$ cat src/rtl/pfg_pkg.sv
package pfg_pkg;
    localparam logic [47:0] PFG_DEST_ADDR = 48'h0180_C200_0001;
    localparam logic [15:0] PFG_CTRL_TYPE = 16'h8808;
    localparam logic [15:0] PFG_OPCODE    = 16'h0001;
    localparam logic [7:0]  PFG_PRE_BYTE  = 8'h55;
    localparam logic [7:0]  PFG_SFD_BYTE  = 8'hD5;
    localparam logic [31:0] PFG_CRC_POLY  = 32'hEDB8_8320;
    localparam logic [31:0] PFG_CRC_INIT  = 32'hFFFF_FFFF;

    function automatic logic [31:0] pfg_crc_byte(input logic [31:0] c, input logic [7:0] b);
        logic [31:0] r;
        r = c;
        for (int i = 0; i < 8; i++) begin
            r = (r >> 1) ^ (PFG_CRC_POLY & {32{r[0] ^ b[i]}});
        end
        return r;
    endfunction
endpackage

$ cat src/rtl/pfg_crc_step.sv
module pfg_crc_step (
    input  logic [31:0] crc_i,
    input  logic [7:0]  byte_i,
    output logic [31:0] crc_o
);
    import pfg_pkg::*;
    always_comb begin
        crc_o = pfg_crc_byte(crc_i, byte_i);
    end
endmodule

$ cat src/rtl/pfg_byte_mux.sv
module pfg_byte_mux #(
    parameter int unsigned PRE_LEN = 7,
    parameter int unsigned PAD_LEN = 42,
    parameter int unsigned IDX_W   = 7
) (
    input  logic [IDX_W-1:0] idx_i,
    input  logic [47:0]      sa_i,
    input  logic [15:0]      prm_i,
    input  logic [31:0]      crc_i,
    output logic [7:0]       byte_o,
    output logic             crc_en_o,
    output logic             last_o
);
    import pfg_pkg::*;

    localparam int unsigned SFD_IX  = PRE_LEN;
    localparam int unsigned DA_IX   = SFD_IX + 1;
    localparam int unsigned SA_IX   = DA_IX + 6;
    localparam int unsigned TY_IX   = SA_IX + 6;
    localparam int unsigned OP_IX   = TY_IX + 2;
    localparam int unsigned PR_IX   = OP_IX + 2;
    localparam int unsigned PAD_IX  = PR_IX + 2;
    localparam int unsigned FCS_IX  = PAD_IX + PAD_LEN;
    localparam int unsigned LAST_IX = FCS_IX + 3;

    int unsigned ix;
    logic [31:0] fcs;

    always_comb begin
        ix       = {{(32-IDX_W){1'b0}}, idx_i};
        fcs      = ~crc_i;
        byte_o   = 8'h00;
        crc_en_o = 1'b0;
        if (ix < SFD_IX) begin
            byte_o = PFG_PRE_BYTE;
        end else if (ix == SFD_IX) begin
            byte_o = PFG_SFD_BYTE;
        end else if (ix < SA_IX) begin
            byte_o   = PFG_DEST_ADDR[8*(5-(ix-DA_IX)) +: 8];
            crc_en_o = 1'b1;
        end else if (ix < TY_IX) begin
            byte_o   = sa_i[8*(5-(ix-SA_IX)) +: 8];
            crc_en_o = 1'b1;
        end else if (ix < OP_IX) begin
            byte_o   = PFG_CTRL_TYPE[8*(1-(ix-TY_IX)) +: 8];
            crc_en_o = 1'b1;
        end else if (ix < PR_IX) begin
            byte_o   = PFG_OPCODE[8*(1-(ix-OP_IX)) +: 8];
            crc_en_o = 1'b1;
        end else if (ix < PAD_IX) begin
            byte_o   = prm_i[8*(1-(ix-PR_IX)) +: 8];
            crc_en_o = 1'b1;
        end else if (ix < FCS_IX) begin
            byte_o   = 8'h00;
            crc_en_o = 1'b1;
        end else if (ix <= LAST_IX) begin
            byte_o = fcs[8*(ix-FCS_IX) +: 8];
        end
        last_o = (ix == LAST_IX);
    end
endmodule

$ cat src/rtl/pause_frame_gen.sv
module pause_frame_gen #(
    parameter int unsigned PRE_LEN = 7,
    parameter int unsigned PAD_LEN = 42
) (
    input  logic        clk,
    input  logic        rst_n,
    input  logic        start_i,
    input  logic [47:0] src_addr_i,
    input  logic [15:0] pause_time_i,
    output logic [7:0]  out_data_o,
    output logic        out_valid_o,
    input  logic        out_ready_i,
    output logic        out_last_o,
    output logic        busy_o
);
    import pfg_pkg::*;

    localparam int unsigned FRAME_LEN = PRE_LEN + 1 + 18 + PAD_LEN + 4;
    localparam int unsigned IDX_W     = $clog2(FRAME_LEN);

    typedef struct packed {
        logic             busy;
        logic [IDX_W-1:0] idx;
        logic [31:0]      crc;
        logic [47:0]      sa;
        logic [15:0]      prm;
    } gen_state_t;

    gen_state_t st_d, st_q;

    logic [7:0]  cur_byte;
    logic        crc_en;
    logic        at_last;
    logic [31:0] crc_nxt;
    logic        accept;

    pfg_byte_mux #(
        .PRE_LEN (PRE_LEN),
        .PAD_LEN (PAD_LEN),
        .IDX_W   (IDX_W)
    ) u_mux (
        .idx_i    (st_q.idx),
        .sa_i     (st_q.sa),
        .prm_i    (st_q.prm),
        .crc_i    (st_q.crc),
        .byte_o   (cur_byte),
        .crc_en_o (crc_en),
        .last_o   (at_last)
    );

    pfg_crc_step u_crc (
        .crc_i  (st_q.crc),
        .byte_i (cur_byte),
        .crc_o  (crc_nxt)
    );

    always_comb begin
        st_d   = st_q;
        accept = st_q.busy && out_ready_i;
        if (!st_q.busy) begin
            if (start_i) begin
                st_d.busy = 1'b1;
                st_d.idx  = '0;
                st_d.crc  = PFG_CRC_INIT;
                st_d.sa   = src_addr_i;
                st_d.prm  = pause_time_i;
            end
        end else if (accept) begin
            if (crc_en) begin
                st_d.crc = crc_nxt;
            end
            if (at_last) begin
                st_d.busy = 1'b0;
            end else begin
                st_d.idx = st_q.idx + 1'b1;
            end
        end
    end

    always_ff @(posedge clk or negedge rst_n) begin
        if (!rst_n) begin
            st_q <= '0;
        end else begin
            st_q <= st_d;
        end
    end

    assign out_data_o  = cur_byte;
    assign out_valid_o = st_q.busy;
    assign out_last_o  = st_q.busy && at_last;
    assign busy_o      = st_q.busy;
endmodule

$ cat config.mk
export PLATFORM = sky130hd
export DESIGN_NAME = pause_frame_gen
export DESIGN_NICKNAME = d
export VERILOG_FILES = /design/src/rtl/pfg_pkg.sv /design/src/rtl/pfg_crc_step.sv /design/src/rtl/pfg_byte_mux.sv /design/src/rtl/pause_frame_gen.sv
export SDC_FILE = /design/constraint.sdc
export NUM_CORES = 1
export LEC_CHECK = 0
export ABC_AREA = 1
export CAP_MARGIN = 30
export CORE_MARGIN = 2
export CORE_UTILIZATION = 55
export DETAILED_ROUTE_END_ITERATION = 10
export PLACE_DENSITY = 0.85
export SLEW_MARGIN = 15
export SYNTH_ARGS = -nofsm -noshare
export SYNTH_HDL_FRONTEND = slang
export SYNTH_SLANG_ARGS = --single-unit
$ cat constraint.sdc
create_clock -name clk -period 5 [get_ports clk]
set_input_delay 1.25 -clock clk [delete_from_list [all_inputs] [get_ports clk]]
set_output_delay 1.25 -clock clk [all_outputs]
set_load 0.02 [all_outputs]
==> flow_metrics.py <==
metrics = {
    "setup_path": {
        "crit_path_start_kind": "flop",
        "cp_max_fo": 10,
        "worstPathArrival_ns": 3.21,
        "critPathLaunch": "st_q[98]",
        "cpMostUsedCell": "nand2_1",
        "ff2ff_path_depth": 18,
        "crit_chain": "inv_1 > ha_1 > nor2_4 > nand3_1 > inv_2 > nand2_1 > nand2_1 > nand2_1 > nand3_1 > nand2_1 > inv_1 > clkdlybuf4s50_1",
        "critical_path_buf_inv_count": 4,
        "cp.required_ns": 3.75,
        "crit_end": "out_data_o[1]",
        "crit_slowest_cell": "clkdlybuf4s50_1",
        "path_delay_family": "buffers and inverters",
        "worstSetupPathType": "flop to output pin",
        "r2r_slack_ns": 1.66,
        "worst-path-stages": 12,
        "critPathCaptureType": "output pin",
        "cp_slowest_stage_delay_ns": 0.60,
        "r2r-end": "st_q[89]",
        "timing.rr.start": "st_q[98]",
    },
    "global_route": {
        "grt_overflow_total": 0,
        "antenna_found_initial": 0,
        "grt_pass1_wl_mm": 30.6,
        "grt_pass1_vias": 6365,
        "track_usage": 0.290,
        "grt_start_max_net_pins": 71,
    },
    "yosys": {
        "synth_compound_area_frac": 0.0735,
        "syn_nets": 1107,
        "synth_edf_count": 0,
        "synth_top_area_share": 0.370,
        "synth_seq_cells": 104,
        "synth.mux.area_fraction": 0,
        "synthAdderAreaFrac": 0.0213,
        "synth_top_flop_cell": "dfrtp_1",
        "synthCells": 1027,
        "synthDistinctLibCells": 46,
        "synthTopCellsByArea": "dfrtp_1, nand2_1, nand3_1",
        "synth_top_family_by_area": "simple AND/OR/NAND/NOR gates",
        "yosys.area.top_type": "dfrtp_1",
        "yosys_warnings": 0,
        "ys_seq_area_frac": 0.370,
        "synthSimpleGateAreaFrac": 0.411,
        "syn_avg_cell_area_um2": 6.85,
        "async_flop_share": 1.00,
        "syn_area_um2": 7030,
        "synthXorXnorAreaFrac": 0.0443,
    },
    "finish": {
        "layout_commonest_cell": "nand2_1",
        "antenna_cells": 0,
        "area_growth_pct": 17.0,
        "final_cell_mix": "nand2_1, dfrtp_1, inv_1",
        "fin_util": 0.654,
        "drive_gt1_frac": 0.0965,
        "fin_nets": 1174,
        "fillCellCount": 1084,
    },
    "sta": {
        "post-route-min-period_ns": 4.46,
        "finalHoldViolations": 0,
        "relSlewSlack": 0.454,
        "finalClockSkew_ns": 0.00981,
        "max_freq_mhz": 224,
        "setup_tns_ns": 0,
        "layout_worst_path_cycle_share": 0.892,
        "rsz0062_at_grt": "no",
        "tightest_slew_ns": 0.818,
        "maxSlewViolCount": 0,
        "finalSetupViolCount": 0,
    },
    "floorplanning": {
        "die_x_um": 117,
        "num_rows": 41,
        "dieHeight_um": 117,
        "start_util": 0.560,
        "die_area_um2": 13700,
        "core-area_um2": 12600,
        "ioPinCount": 79,
    },
    "drt": {
        "num_vias": 6793,
        "top_layer_used": "met4",
        "met3_length_mm": 1.49,
        "viasPerCell": 5.34,
        "final_antenna_net_count": 0,
        "wl_met1_mm": 8.10,
        "drtIter0Drc": 634,
        "drcViolationCount": 0,
        "wl_per_cell_um": 14.6,
        "drt_pass1_iterations": 5,
        "wl_met2_mm": 8.57,
        "totalWireLength_mm": 18.6,
    },
    "clock_tree": {
        "cts_max_path_buffers": 2,
        "hold_buffers": 0,
        "path_clk_slew_ns": 0.07,
        "post-cts-setup-buffers": 0,
        "htree_levels": 3,
        "insertion_delay_ns": 0.37,
        "numCtsBuffers": 9,
        "cts.repair.resized": 0,
        "cts_sinks": 104,
        "cts_root_buffer": "clkbuf_16",
        "cts_tree": "done",
    },
    "hold_path": {
        "min_delay_path_depth": 2,
        "hp-class": "flop to flop",
    },
    "job": {
        "max_cap_viol_count": 0,
    },
    "placed_design": {
        "port_buffers": 78,
        "place.gp.congestion": 1.01,
        "dp_hpwl_mm": 13.6,
    },
    "outcome": {
        "outcome": "completed",
    },
}
## sequential cells by signal (all words and copies together) (netlist names)
name    cells
busy_o      1
st_q      103
## metrics by stage
| step | hold WS, ns | std cells | setup slack (ns) | cell area [µm²] |
|---|---|---|---|---|
| floorplan | 0.441 | 1027 | 1.81 | 7030 |
| global placement | 0.460 | 1254 | 1.10 | 7900 |
| detailed placement | 0.464 | 1255 | 0.979 | 7930 |
| CTS | 0.485 | 1271 | 0.566 | 8230 |
| global route | 0.499 | 1271 | 0.324 | 8230 |
| finish | 0.482 | 1271 | 0.538 | 8230 |
## cell usage after synthesis, types with 2 or more instances
| master | number |
|---|---|
| nand2_1 | 471 |
| dfrtp_1 | 104 |
| inv_1 | 81 |
| nand3_1 | 70 |
| nor2_1 | 52 |
| o21ai_0 | 32 |
| nand2_2 | 26 |
| xor2_1 | 22 |
| a21oi_1 | 20 |
| clkbuf_1 | 15 |
| ha_1 | 12 |
| inv_2 | 12 |
| o22ai_1 | 12 |
| nor2_4 | 9 |
| buf_6 | 8 |
| nand2_4 | 7 |
| o211ai_1 | 7 |
| o21ai_1 | 7 |
| nand3_2 | 5 |
| buf_2 | 4 |
| nand3b_1 | 4 |
| nand4_1 | 4 |
| nor2_2 | 4 |
| or2_0 | 4 |
| xor2_2 | 4 |
| a22oi_1 | 3 |
| xnor2_1 | 3 |
| a21oi_2 | 2 |
| buf_1 | 2 |
| buf_4 | 2 |
| inv_4 | 2 |
| nor3_1 | 2 |
| or2_1 | 2 |
## tightest hold or removal path, stage by stage (launching register included)
cell,delay [ns]
dfrtp_1,0.34
nand2_1,0.06
nand2_1,0.05
## how the worst min path moves through the flow
stage                   from  endpoint  slack (ns)
floorplan           st_q[42]  st_q[42]        0.44
global placement    st_q[47]  st_q[47]        0.46
detailed placement  st_q[45]  st_q[45]        0.46
CTS                  st_q[3]   st_q[3]        0.49
global route        st_q[51]  st_q[51]        0.50
finish              st_q[63]  st_q[63]        0.48
## cell type report
type / instances / area (µm²) / area share
Clock buffer: 9 / 225 / 0.0274
Clock inverter: 7 / 72.6 / 0.00882
Inverter: 96 / 370 / 0.0450
Multi-Input combinational cell: 796 / 3870 / 0.471
Sequential cell: 104 / 2600 / 0.316
Tap cell: 172 / 215 / 0.0262
Timing Repair Buffer: 87 / 866 / 0.105
## layer usage
layer  GRT usage  up-vias
met5           0        -
met4       0.108        0
met3      0.0407       30
met2       0.460      286
met1       0.409     3147
li1            -     3330
## logic make-up (layout without fill, tap and decap cells)
family | Yosys count | count (layout)
compound gates | 89 | 89
flops | 104 | 104
buf+inv | 127 | 199
simple gates | 665 | 665
fa+ha+maj | 12 | 12
xor+xnor | 30 | 30
Power is not shown: default switching activity piles up to over one toggle a cycle in this logic, so the estimate is an artifact.
